<file path="src/rtl/rtc_cal_pkg.sv">
package rtc_cal_pkg;

   typedef logic [7:0] bcd_t;

   // bus map of the block (index order of the time fields is behaviour)
   typedef enum logic [3:0] {
      RA_SUBSEC = 4'd0,
      RA_SEC    = 4'd1,
      RA_MIN    = 4'd2,
      RA_HOUR   = 4'd3,
      RA_WDAY   = 4'd4,
      RA_DAY    = 4'd5,
      RA_MON    = 4'd6,
      RA_YEAR   = 4'd7,
      RA_CENT   = 4'd8,
      RA_CTL_A  = 4'd9,
      RA_CTL_B  = 4'd10
   } reg_addr_e;

   localparam int NUM_FIELDS = 7;   // seconds .. year

   // index of each time field inside the field vector
   localparam int FI_SEC  = 0;
   localparam int FI_MIN  = 1;
   localparam int FI_HOUR = 2;
   localparam int FI_WDAY = 3;
   localparam int FI_DAY  = 4;
   localparam int FI_MON  = 5;
   localparam int FI_YEAR = 6;

   function automatic bcd_t bcd_step(input bcd_t v);
      if (v[3:0] >= 4'd9) return {v[7:4] + 4'd1, 4'd0};
      else                return {v[7:4], v[3:0] + 4'd1};
   endfunction

   // divisible by 4: (2*tens + units) mod 4 == 0
   function automatic logic bcd_leap(input bcd_t y);
      logic [4:0] s;
      s = {y[7:4], 1'b0} + {1'b0, y[3:0]};
      return s[1:0] == 2'b00;
   endfunction

   function automatic bcd_t last_day(input bcd_t mon, input logic leap);
      case (mon)
         8'h02:                      return leap ? 8'h29 : 8'h28;
         8'h04, 8'h06, 8'h09, 8'h11: return 8'h30;
         default:                    return 8'h31;
      endcase
   endfunction

   function automatic bcd_t field_floor(input int idx);
      return (idx == FI_DAY || idx == FI_MON) ? 8'h01 : 8'h00;
   endfunction

endpackage

</file>
<file path="src/rtl/rtc_subsec.sv">
module rtc_subsec #(
   parameter int W = 7
) (
   input  logic         clk,
   input  logic         rst_n,
   input  logic         run,
   input  logic         clr,
   input  logic         tick,
   output logic [W-1:0] cnt,
   output logic         wrap
);
   localparam logic [W-1:0] TOP = {W{1'b1}};

   always_ff @(posedge clk) begin
      if (!rst_n)          cnt <= '0;
      else if (clr)        cnt <= '0;
      else if (run && tick) cnt <= cnt + 1'b1;
   end

   assign wrap = run && tick && !clr && (cnt == TOP);

   // without a running tick and without clear, the count holds
   assert_subsec_hold_R4: assert property (@(posedge clk) disable iff (!rst_n)
      (!(run && tick) && !clr) |=> $stable(cnt));

endmodule

</file>
<file path="src/rtl/rtc_bcd_field.sv">
module rtc_bcd_field
   import rtc_cal_pkg::*;
#(
   parameter bcd_t RESET_VAL = 8'h00
) (
   input  logic clk,
   input  logic rst_n,
   input  logic inc,
   input  bcd_t lo,
   input  bcd_t hi,
   input  logic wr,
   input  bcd_t wdata,
   output bcd_t value,
   output logic wrap
);
   always_ff @(posedge clk) begin
      if (!rst_n)   value <= RESET_VAL;
      else if (wr)  value <= wdata;
      else if (inc) value <= (value == hi) ? lo : bcd_step(value);
   end

   assign wrap = inc && (value == hi);

   // a legal field stays legal BCD and within its ceiling after a step
   assert_field_in_range_R2: assert property (@(posedge clk) disable iff (!rst_n)
      (inc && !wr && value >= lo && value <= hi && value[3:0] <= 4'd9)
      |=> (value <= $past(hi)) && (value[3:0] <= 4'd9));

endmodule

</file>
<file path="src/rtl/rtc_ctrl.sv">
module rtc_ctrl (
   input  logic clk,
   input  logic rst_n,
   input  logic wr_a,
   input  logic wr_b,
   input  logic wd_cf,
   input  logic wd_cie,
   input  logic wd_en,
   input  logic wd_prst,
   input  logic wd_start,
   input  logic sec_carry,
   output logic cf,
   output logic cie,
   output logic en,
   output logic prst,
   output logic start,
   output logic irq
);
   always_ff @(posedge clk) begin
      if (!rst_n) begin
         cf  <= 1'b0;
         cie <= 1'b0;
      end else begin
         if (sec_carry)          cf <= 1'b1;
         else if (wr_a && !wd_cf) cf <= 1'b0;
         if (wr_a) cie <= wd_cie;
      end
   end

   always_ff @(posedge clk) begin
      if (!rst_n) begin
         en    <= 1'b0;
         prst  <= 1'b0;
         start <= 1'b0;
      end else if (wr_b) begin
         en    <= wd_en;
         prst  <= wd_prst;
         start <= wd_start;
      end
   end

   assign irq = cf && cie;

   // a seconds update always leaves the flag set
   assert_carry_set_R8: assert property (@(posedge clk) disable iff (!rst_n)
      sec_carry |=> cf);

   // only a zero written to the flag bit removes it
   assert_carry_hold_R8: assert property (@(posedge clk) disable iff (!rst_n)
      (cf && !(wr_a && !wd_cf)) |=> cf);

endmodule

</file>
<file path="src/rtl/bcd_calendar_clock.sv">
module bcd_calendar_clock
   import rtc_cal_pkg::*;
#(
   parameter int   SUBSEC_W        = 7,
   parameter int   ADDR_W          = 4,
   parameter bit   FOUR_DIGIT_YEAR = 1'b1,
   parameter bcd_t CENTURY_RESET   = 8'h20
) (
   input  logic              clk,
   input  logic              rst_n,
   input  logic              tick,
   input  logic              bus_wr,
   input  logic [ADDR_W-1:0] bus_addr,
   input  logic [7:0]        bus_wdata,
   output logic [7:0]        bus_rdata,
   output logic              carry_irq
);
   localparam int PAD_W = 8 - SUBSEC_W;

   // elaboration-time parameter checks
   generate
      if (SUBSEC_W < 2 || SUBSEC_W > 8) begin : g_bad_subsec
         initial $error("SUBSEC_W must lie in 2..8");
      end
      if (ADDR_W < 4) begin : g_bad_addr
         initial $error("ADDR_W must be at least 4");
      end
   endgenerate

   // control
   logic cf, cie, en, prst, start, run;
   logic wr_a, wr_b;

   assign wr_a = bus_wr && (bus_addr == ADDR_W'(RA_CTL_A));
   assign wr_b = bus_wr && (bus_addr == ADDR_W'(RA_CTL_B));

   // sub-second
   logic [SUBSEC_W-1:0] sub_cnt;
   logic                sub_wrap;

   assign run = start && en && !prst;

   rtc_subsec #(.W(SUBSEC_W)) u_subsec (
      .clk  (clk),
      .rst_n(rst_n),
      .run  (run),
      .clr  (prst),
      .tick (tick),
      .cnt  (sub_cnt),
      .wrap (sub_wrap)
   );

   rtc_ctrl u_ctrl (
      .clk      (clk),
      .rst_n    (rst_n),
      .wr_a     (wr_a),
      .wr_b     (wr_b),
      .wd_cf    (bus_wdata[7]),
      .wd_cie   (bus_wdata[4]),
      .wd_en    (bus_wdata[3]),
      .wd_prst  (bus_wdata[1]),
      .wd_start (bus_wdata[0]),
      .sec_carry(sub_wrap),
      .cf       (cf),
      .cie      (cie),
      .en       (en),
      .prst     (prst),
      .start    (start),
      .irq      (carry_irq)
   );

   // time and date fields
   logic [NUM_FIELDS-1:0][7:0] f_val, f_lo, f_hi;
   logic [NUM_FIELDS-1:0]      f_inc, f_wrap, f_wr;

   always_comb begin
      f_lo = '0;
      f_hi = '0;
      f_lo[FI_SEC]  = 8'h00;  f_hi[FI_SEC]  = 8'h59;
      f_lo[FI_MIN]  = 8'h00;  f_hi[FI_MIN]  = 8'h59;
      f_lo[FI_HOUR] = 8'h00;  f_hi[FI_HOUR] = 8'h23;
      f_lo[FI_WDAY] = 8'h00;  f_hi[FI_WDAY] = 8'h06;
      f_lo[FI_DAY]  = 8'h01;
      f_hi[FI_DAY]  = last_day(f_val[FI_MON], bcd_leap(f_val[FI_YEAR]));
      f_lo[FI_MON]  = 8'h01;  f_hi[FI_MON]  = 8'h12;
      f_lo[FI_YEAR] = 8'h00;  f_hi[FI_YEAR] = 8'h99;
   end

   // carry cascade: hour wrap feeds weekday and day side by side
   always_comb begin
      f_inc[FI_SEC]  = sub_wrap;
      f_inc[FI_MIN]  = f_wrap[FI_SEC];
      f_inc[FI_HOUR] = f_wrap[FI_MIN];
      f_inc[FI_WDAY] = f_wrap[FI_HOUR];
      f_inc[FI_DAY]  = f_wrap[FI_HOUR];
      f_inc[FI_MON]  = f_wrap[FI_DAY];
      f_inc[FI_YEAR] = f_wrap[FI_MON];
   end

   generate
      for (genvar k = 0; k < NUM_FIELDS; k++) begin : g_field
         assign f_wr[k] = bus_wr && (bus_addr == ADDR_W'(k + 1));
         rtc_bcd_field #(.RESET_VAL(field_floor(k))) u_field (
            .clk  (clk),
            .rst_n(rst_n),
            .inc  (f_inc[k]),
            .lo   (f_lo[k]),
            .hi   (f_hi[k]),
            .wr   (f_wr[k]),
            .wdata(bus_wdata),
            .value(f_val[k]),
            .wrap (f_wrap[k])
         );
      end
   endgenerate

   // optional century byte
   bcd_t cent_val;

   generate
      if (FOUR_DIGIT_YEAR) begin : g_century
         logic cent_wr;
         logic cent_wrap;
         assign cent_wr = bus_wr && (bus_addr == ADDR_W'(RA_CENT));
         rtc_bcd_field #(.RESET_VAL(CENTURY_RESET)) u_cent (
            .clk  (clk),
            .rst_n(rst_n),
            .inc  (f_wrap[FI_YEAR]),
            .lo   (8'h00),
            .hi   (8'h99),
            .wr   (cent_wr),
            .wdata(bus_wdata),
            .value(cent_val),
            .wrap (cent_wrap)
         );
      end else begin : g_two_digit
         assign cent_val = 8'h00;
      end
   endgenerate

   // read mux
   always_comb begin
      bus_rdata = 8'h00;
      case (bus_addr)
         ADDR_W'(RA_SUBSEC): bus_rdata = {{PAD_W{1'b0}}, sub_cnt};
         ADDR_W'(RA_SEC):    bus_rdata = f_val[FI_SEC];
         ADDR_W'(RA_MIN):    bus_rdata = f_val[FI_MIN];
         ADDR_W'(RA_HOUR):   bus_rdata = f_val[FI_HOUR];
         ADDR_W'(RA_WDAY):   bus_rdata = f_val[FI_WDAY];
         ADDR_W'(RA_DAY):    bus_rdata = f_val[FI_DAY];
         ADDR_W'(RA_MON):    bus_rdata = f_val[FI_MON];
         ADDR_W'(RA_YEAR):   bus_rdata = f_val[FI_YEAR];
         ADDR_W'(RA_CENT):   bus_rdata = cent_val;
         ADDR_W'(RA_CTL_A):  bus_rdata = {cf, 2'b00, cie, 4'b0000};
         ADDR_W'(RA_CTL_B):  bus_rdata = {4'b0000, en, 1'b0, prst, start};
         default:            bus_rdata = 8'h00;
      endcase
   end

   // a sub-second wrap moves the seconds unless software writes them
   assert_sec_advance_R3: assert property (@(posedge clk) disable iff (!rst_n)
      (sub_wrap && !f_wr[FI_SEC]) |=> (f_val[FI_SEC] != $past(f_val[FI_SEC])));

   // the request only rises after a seconds update or an enable write
   assert_irq_cause_R9: assert property (@(posedge clk) disable iff (!rst_n)
      $rose(carry_irq) |-> ($past(sub_wrap) || $past(wr_a && bus_wdata[4])));

   // a field write always lands, whatever the cascade does
   assert_write_wins_R10: assert property (@(posedge clk) disable iff (!rst_n)
      f_wr[FI_SEC] |=> (f_val[FI_SEC] == $past(bus_wdata)));

endmodule

</file>
<file path="config.mk">
export PLATFORM = sky130hd
export DESIGN_NAME = bcd_calendar_clock
export DESIGN_NICKNAME = d
export VERILOG_FILES = /design/src/rtl/rtc_cal_pkg.sv /design/src/rtl/rtc_subsec.sv /design/src/rtl/rtc_bcd_field.sv /design/src/rtl/rtc_ctrl.sv /design/src/rtl/bcd_calendar_clock.sv
export SDC_FILE = /design/constraint.sdc
export NUM_CORES = 1
export LEC_CHECK = 0
export BUFFER_PORTS_ARGS = -buffer_cell sky130_fd_sc_hd__clkbuf_2
export CORE_UTILIZATION = 50
export DETAILED_ROUTE_END_ITERATION = 7
export MAX_ROUTING_LAYER = met4
export PLACE_DENSITY_LB_ADDON = 0.12
export SLEW_MARGIN = 20
export SYNTH_ARGS = -nofsm -noshare
export SYNTH_HDL_FRONTEND = slang
export SYNTH_SLANG_ARGS = --single-unit
</file>
<file path="constraint.sdc">
create_clock -name clk -period 3.1 [get_ports clk]
set_input_delay 0.31 -clock clk [delete_from_list [all_inputs] [get_ports clk]]
set_output_delay 0.31 -clock clk [all_outputs]
set_load 0.005 [all_outputs]
</file>
Yosys cells after proc, flatten, opt, wreduce, memory -nomap -nowiden
Index checks and enable logic that the tools add are counted.
{ "word_totals": {"inputBits": 16, "output_inout_bits": 9, "elab_cells": 164, "regBits": 76} }
{ "classes": {"mux": 37, "n_bitwise": 1, "eq_ne": 24, "reduce_logical": 54, "n_lt_le_gt_ge": 8, "addsub": 18} }
{ "op_table": {"columns": ["cell", "count"], "rows": [
  ["$mux W8", 32],
  ["$pmux W8 S11", 1],
  ["$add A4 B1 Y4 const B", 16],
  ["$ge A4 B4 Y1 const B", 8],
  ["$eq A8 B3 Y1 const B", 3],
  ["$reduce_bool A3 Y1", 8],
  ["$logic_and A1 B1 Y1", 23],
  ["$reduce_bool A2 Y1", 9],
  ["$eq A4 B3 Y1 const B", 4],
  ["$eq A8 B5 Y1 const B", 2],
  ["$eq A8 B7 Y1 const B", 2],
  ["$eq A8 B8 Y1 const B", 2],
  ["$reduce_and A2 Y1", 8],
  ["$eq A4 B4 Y1 const B", 3],
  ["$pmux W5 S2", 1],
  ["$eq A4 B2 Y1 const B", 2],
  ["$eq A8 B2 Y1 const B", 1],
  ["$eq A8 B4 Y1 const B", 1],
  ["$eq A8 B6 Y1", 1],
  ["$eq A8 B6 Y1 const B", 1],
  ["$add A7 B1 Y7 const B", 1],
  ["$eq A7 B7 Y1 const B", 1],
  ["$eq A4 B1 Y1 const B", 1],
  ["$logic_not A4 Y1", 1],
  ["7 further kinds", 10]
]} }

Longest topological paths before layout
{ "logic_depth": {"ltp_word": 13, "ltp_mapped": 11, "ltp_nobuf": 9} }

Hierarchy
From an unflattened synthesis, not the netlist that was laid out.
{ "hier_totals": {"hier_cells": 890, "area_unflattened_um2": 7349.5} }
{ "by_module_without_submodules": {"columns": ["mod", "area_each_um2", "seq_area_each_um2", "n_inst", "cells_each"], "rows": [
  ["rtc_bcd_field (g_field[0].u_field ...)", 740.7, 160.2, 5, 91],
  ["rtc_bcd_field (g_field[4].u_field ...)", 735.7, 160.2, 2, 84],
  ["bcd_calendar_clock", 889.6, 0.0, 1, 120],
  ["rtc_bcd_field (g_century.u_cent)", 779.5, 160.2, 1, 93],
  ["rtc_subsec", 317.8, 140.1, 1, 37],
  ["rtc_ctrl", 187.7, 100.1, 1, 17]
]} }

Worst setup path before layout
Ideal clock, no wire load.
{ "synth_timing": {"path_type": "reg2reg", "from": "register g_field[5].u_field.value[0]", "to": "register g_century.u_cent.value[3]", "required_ps": 2972, "period_less_slack_ps": 2986, "setup_time_ps": 128, "path_buffers": 1, "arrival_time_ps": 2858, "path_slack_ps": 114, "stages_incl_launch_ff": 11, "cell_sequence": "dfxtp_1 inv_1 ha_1 or4b_4 nor4_1 mux2i_1 nor2_1 or4_4 buf_6 a2111oi_4 a211oi_1"} }
{ "synth_between": {"elab_chain_len": 8, "word_cells_on_any_way": 13, "cone_classes": "7 x eq/ne; 1 x mux; 5 x reduce/logical"} }
{ "synth_rtl": {"columns": ["element", "line_no", "source"], "rows": [
  ["start, declared", "rtc_bcd_field.sv:13", "output bcd_t value,"],
  ["start signal, assigned", "rtc_bcd_field.sv:18", "else if (wr) value <= wdata;"],
  ["start signal, assigned", "rtc_bcd_field.sv:19", "else if (inc) value <= (value == hi) ? lo : bcd_step(value);"],
  ["$eq A8 B3 Y1, or another cell as far along", "rtc_cal_pkg.sv:44", "case (mon)"],
  ["$reduce_or A4 Y1", "rtc_cal_pkg.sv:44", null],
  ["$pmux W5 S2", "rtc_cal_pkg.sv:44", null],
  ["$eq A8 B6 Y1", "rtc_bcd_field.sv:22", "assign wrap = inc && (value == hi);"],
  ["$logic_and A1 B1 Y1", "rtc_bcd_field.sv:22", null],
  ["$logic_and A1 B1 Y1 * (2 in a row)", "rtc_bcd_field.sv:22", null],
  ["$reduce_bool A2 Y1 (no line) *", null, null],
  ["end signal, assigned", "rtc_bcd_field.sv:18", null],
  ["end signal, assigned", "rtc_bcd_field.sv:19", null],
  ["end, declared", "rtc_bcd_field.sv:13", null]
]} }
Mark *: on every way between the ends. The rest lies on a longest branch, timed or not.
A chain may end at the register's enable or synchronous reset.

Final worst setup path
Same ends and word-level chain as after synthesis.

==> metrics <==
outcome=finished, violations left; failing checks=DRC; initial antenna violation count=0; IO buf count=24; startpoint types=register; area leader, netlist=dfxtp_1; min-delay src=bus_wdata[1]; Antenna Nets Post-Route=0; share of layout cells above drive strength 1=0.109; Clock H-tree levels=3; multi-input gate area in the final layout=4050 um^2; most common cell in the synthesized netlist=nor2_1; Initial DRC Count=787; Initial Util=0.512; worst-case reg-to-reg path depth=9; Die Area=12100 um^2; clk sinks=76; Yosys cell types=71; reg2reg end=g_century.u_cent.value[3]; DP HPWL=14.9 mm; top-area cell type share of the netlist area=0.260; Setup Skew=0.0120 ns; vias per inst=6.65; CTS tree=yes; final setup fails=0; IO Pins=25; P_leak=2.35 nW; number of remaining DRC errors=1; gpl congestion=1.01; worst r2r src=g_field[5].u_field.value[0]; worst-path cell chain=inv_1, ha_1, or4b_4, nor3_2, nand3_1, a311o_1, or4_4, a2111oi_4, a211oi_1; aggregate global-route resource usage=0.363; Inserted Clock Buffers=9; Seq/Total Area, Yosys=0.260; Synth Area per Inst=7.42 um^2; synth cell count leaders=nor2_1 (87), nand2_1 (83), dfxtp_1 (76); Non-Filler Instances=960; drt pass-1 iters=8; Max Cap Viol=0; Async SR Flop Fraction=0; period utilisation layout=0.957; area delta synth->final=12.2%; Slowest-stage cell, CP=or4_4; Mapped Area=5850 um^2; PwrDens=379 nW/um^2; FF+latch area=1520 um^2; crit path kind=reg2reg; Critical Path AT=3.20 ns; worst-skew pair later-pin latency=0.36 ns; Final Hold Fails=0; drt wl/cell=21.3 um; vias in the first global route=5721; Die Span X=110 um; Post-synth EDFFs=0; R2R Setup Slk=0.13 ns; CP max FO=7; die extent in y=110 um; #FFs+latches synth=76; DR vias=6381; Nets=872; peak supply drop=310 uV; Setup crit end kind=register; largest net degree at the start of global routing=31; fillers=1115; Worst setup endpoint=g_century.u_cent.value[3]; first-pass GRT wire length=31.5 mm; Top FF cell, synth=dfxtp_1; Synth warnings=0; Reg clk slew, reported paths=0.06 ns; Rel. slew slack=0.532; Max Freq=337 MHz; worst min path class=in2reg; worst-margin pin slew=0.695 ns; antenna fix cells=0; synth top area cells=dfxtp_1 (26%), ha_1 (9.4%), o21ai_0 (5.8%), nor2_1 (5.6%), nand2_1 (5.3%); Critical Path Source=g_field[5].u_field.value[0]; core area=11400 um^2; Required @ worst endpoint=3.34 ns; Max Root-Sink Buffers=2; Cells after DPL=941; Std-Cell Rows=39; CP max stage delay=0.60 ns; Max Slew Vio Count=0; Core Util, Final=0.575; total wire length=20.5 mm; CTS root buffer=clkbuf_16; total grt overflow=0; Post-Syn Instances=788; post-layout min period=2.97 ns; Synthesized Nets=848
worst min-delay path by stage:
| stage | depth (start not counted) | to |
|---|---|---|
| 2_1_floorplan | 2 | g_field[4].u_field.value[5] |
| 4_1_cts | 3 | u_ctrl.prst |
| 3_3_place_gp | 2 | u_subsec.cnt[1] |
| 5_1_grt | 3 | g_field[3].u_field.value[1] |
| 6_report | 3 | g_field[3].u_field.value[1] |
| 3_5_place_dp | 2 | u_ctrl.en |
cells by family after synthesis:
| kind of cell | after synthesis | synth area share |
|---|---|---|
| buf+inv | 73 | 0.0509 |
| flops | 76 | 0.260 |
| mux | 13 | 0.0227 |
| compound gates | 230 | 0.257 |
| xor+xnor | 17 | 0.0255 |
| simple gates | 335 | 0.290 |
| fa+ha+maj | 44 | 0.0941 |
routing by layer:
metal / global-route usage / share of wire / vias up / wire length [um]
met3: 0.0658 / 0.097 / 50 / 1990
li1: - / - / 2959 / -
met2: 0.554 / 0.45 / 321 / 9310
met5: - / 0 / - / 0
met1: 0.462 / 0.41 / 3051 / 8440
met4: 0.178 / 0.036 / 0 / 745
repair_timing:
action                                  4_1_cts  5_1_grt
gates resized for setup                       0        4
endpoints found under the setup margin        1        9
hold buffers                                  0        0
pin swaps                                     0        3
buffers inserted                              2        1
cells in the final DEF (no fill, tap or decap), drive strengths merged, types with 6 or more instances in the layout:
master and n:
a211oi 16, a21oi 43, a22oi 15, a311oi 6, a31oi 23, and2 10
buf 32, clkbuf 33, dfxtp 76, ha 44, inv 29, mux2i 11
nand2 83, nand2b 11, nand3 36, nand4 11, nand4b 8, nor2 87
nor2b 11, nor3 20, nor3b 9, nor4 10, o211ai 7, o21ai 71
or3 9, xor2 12
layout make-up:
cell class / count / area share
Clock inverter: 7 / 0.0175
Multi-Input combinational cell: 639 / 0.617
Inverter: 30 / 0.0172
Timing Repair Buffer: 56 / 0.0549
Clock buffer: 9 / 0.0343
Sequential cell: 76 / 0.232
Tap cell: 143 / 0.0273
worst max-delay path, delay by kind of cell, from the launching register on:
kind                       cells  cell delay [ns]
AOI/OAI and AO/OA              3             0.84
adders and majority gates      1             0.17
buffers and inverters          1             0.10
DFF                            1             0.31
and+or+nand+nor                4             1.44
where the power goes:
part           switching, mW  leakage, nW  internal (mW)
clock                  0.436        0.161          0.783
sequential            0.0328        0.614          0.993
combinational          0.169         1.58         0.0768
total                  0.638         2.35           1.85
registers in the layout, summed over array words and instances, names as in the netlist:
name / flops
u_ctrl.en: 1
g_field.u_field.value: 56
u_ctrl.prst: 1
u_ctrl.cf: 1
u_ctrl.start: 1
g_century.u_cent.value: 8
u_subsec.cnt: 7
u_ctrl.cie: 1
stage by stage:
step	setup slack (ns)	area (um^2)	power, mW	TNS (ns)	hold WS, ns
floorplan	0.114	5850	1.19	0	0.455
global placement	0.106	6180	1.28	0	0.483
detailed placement	-0.0145	6180	1.28	-0.0145	0.504
CTS	0.0579	6540	2.49	0	0.402
global route	-0.0103	6570	2.56	-0.0155	0.417
finish	0.133	6570	2.49	0	0.430
Power figures use the tool's default switching activity.
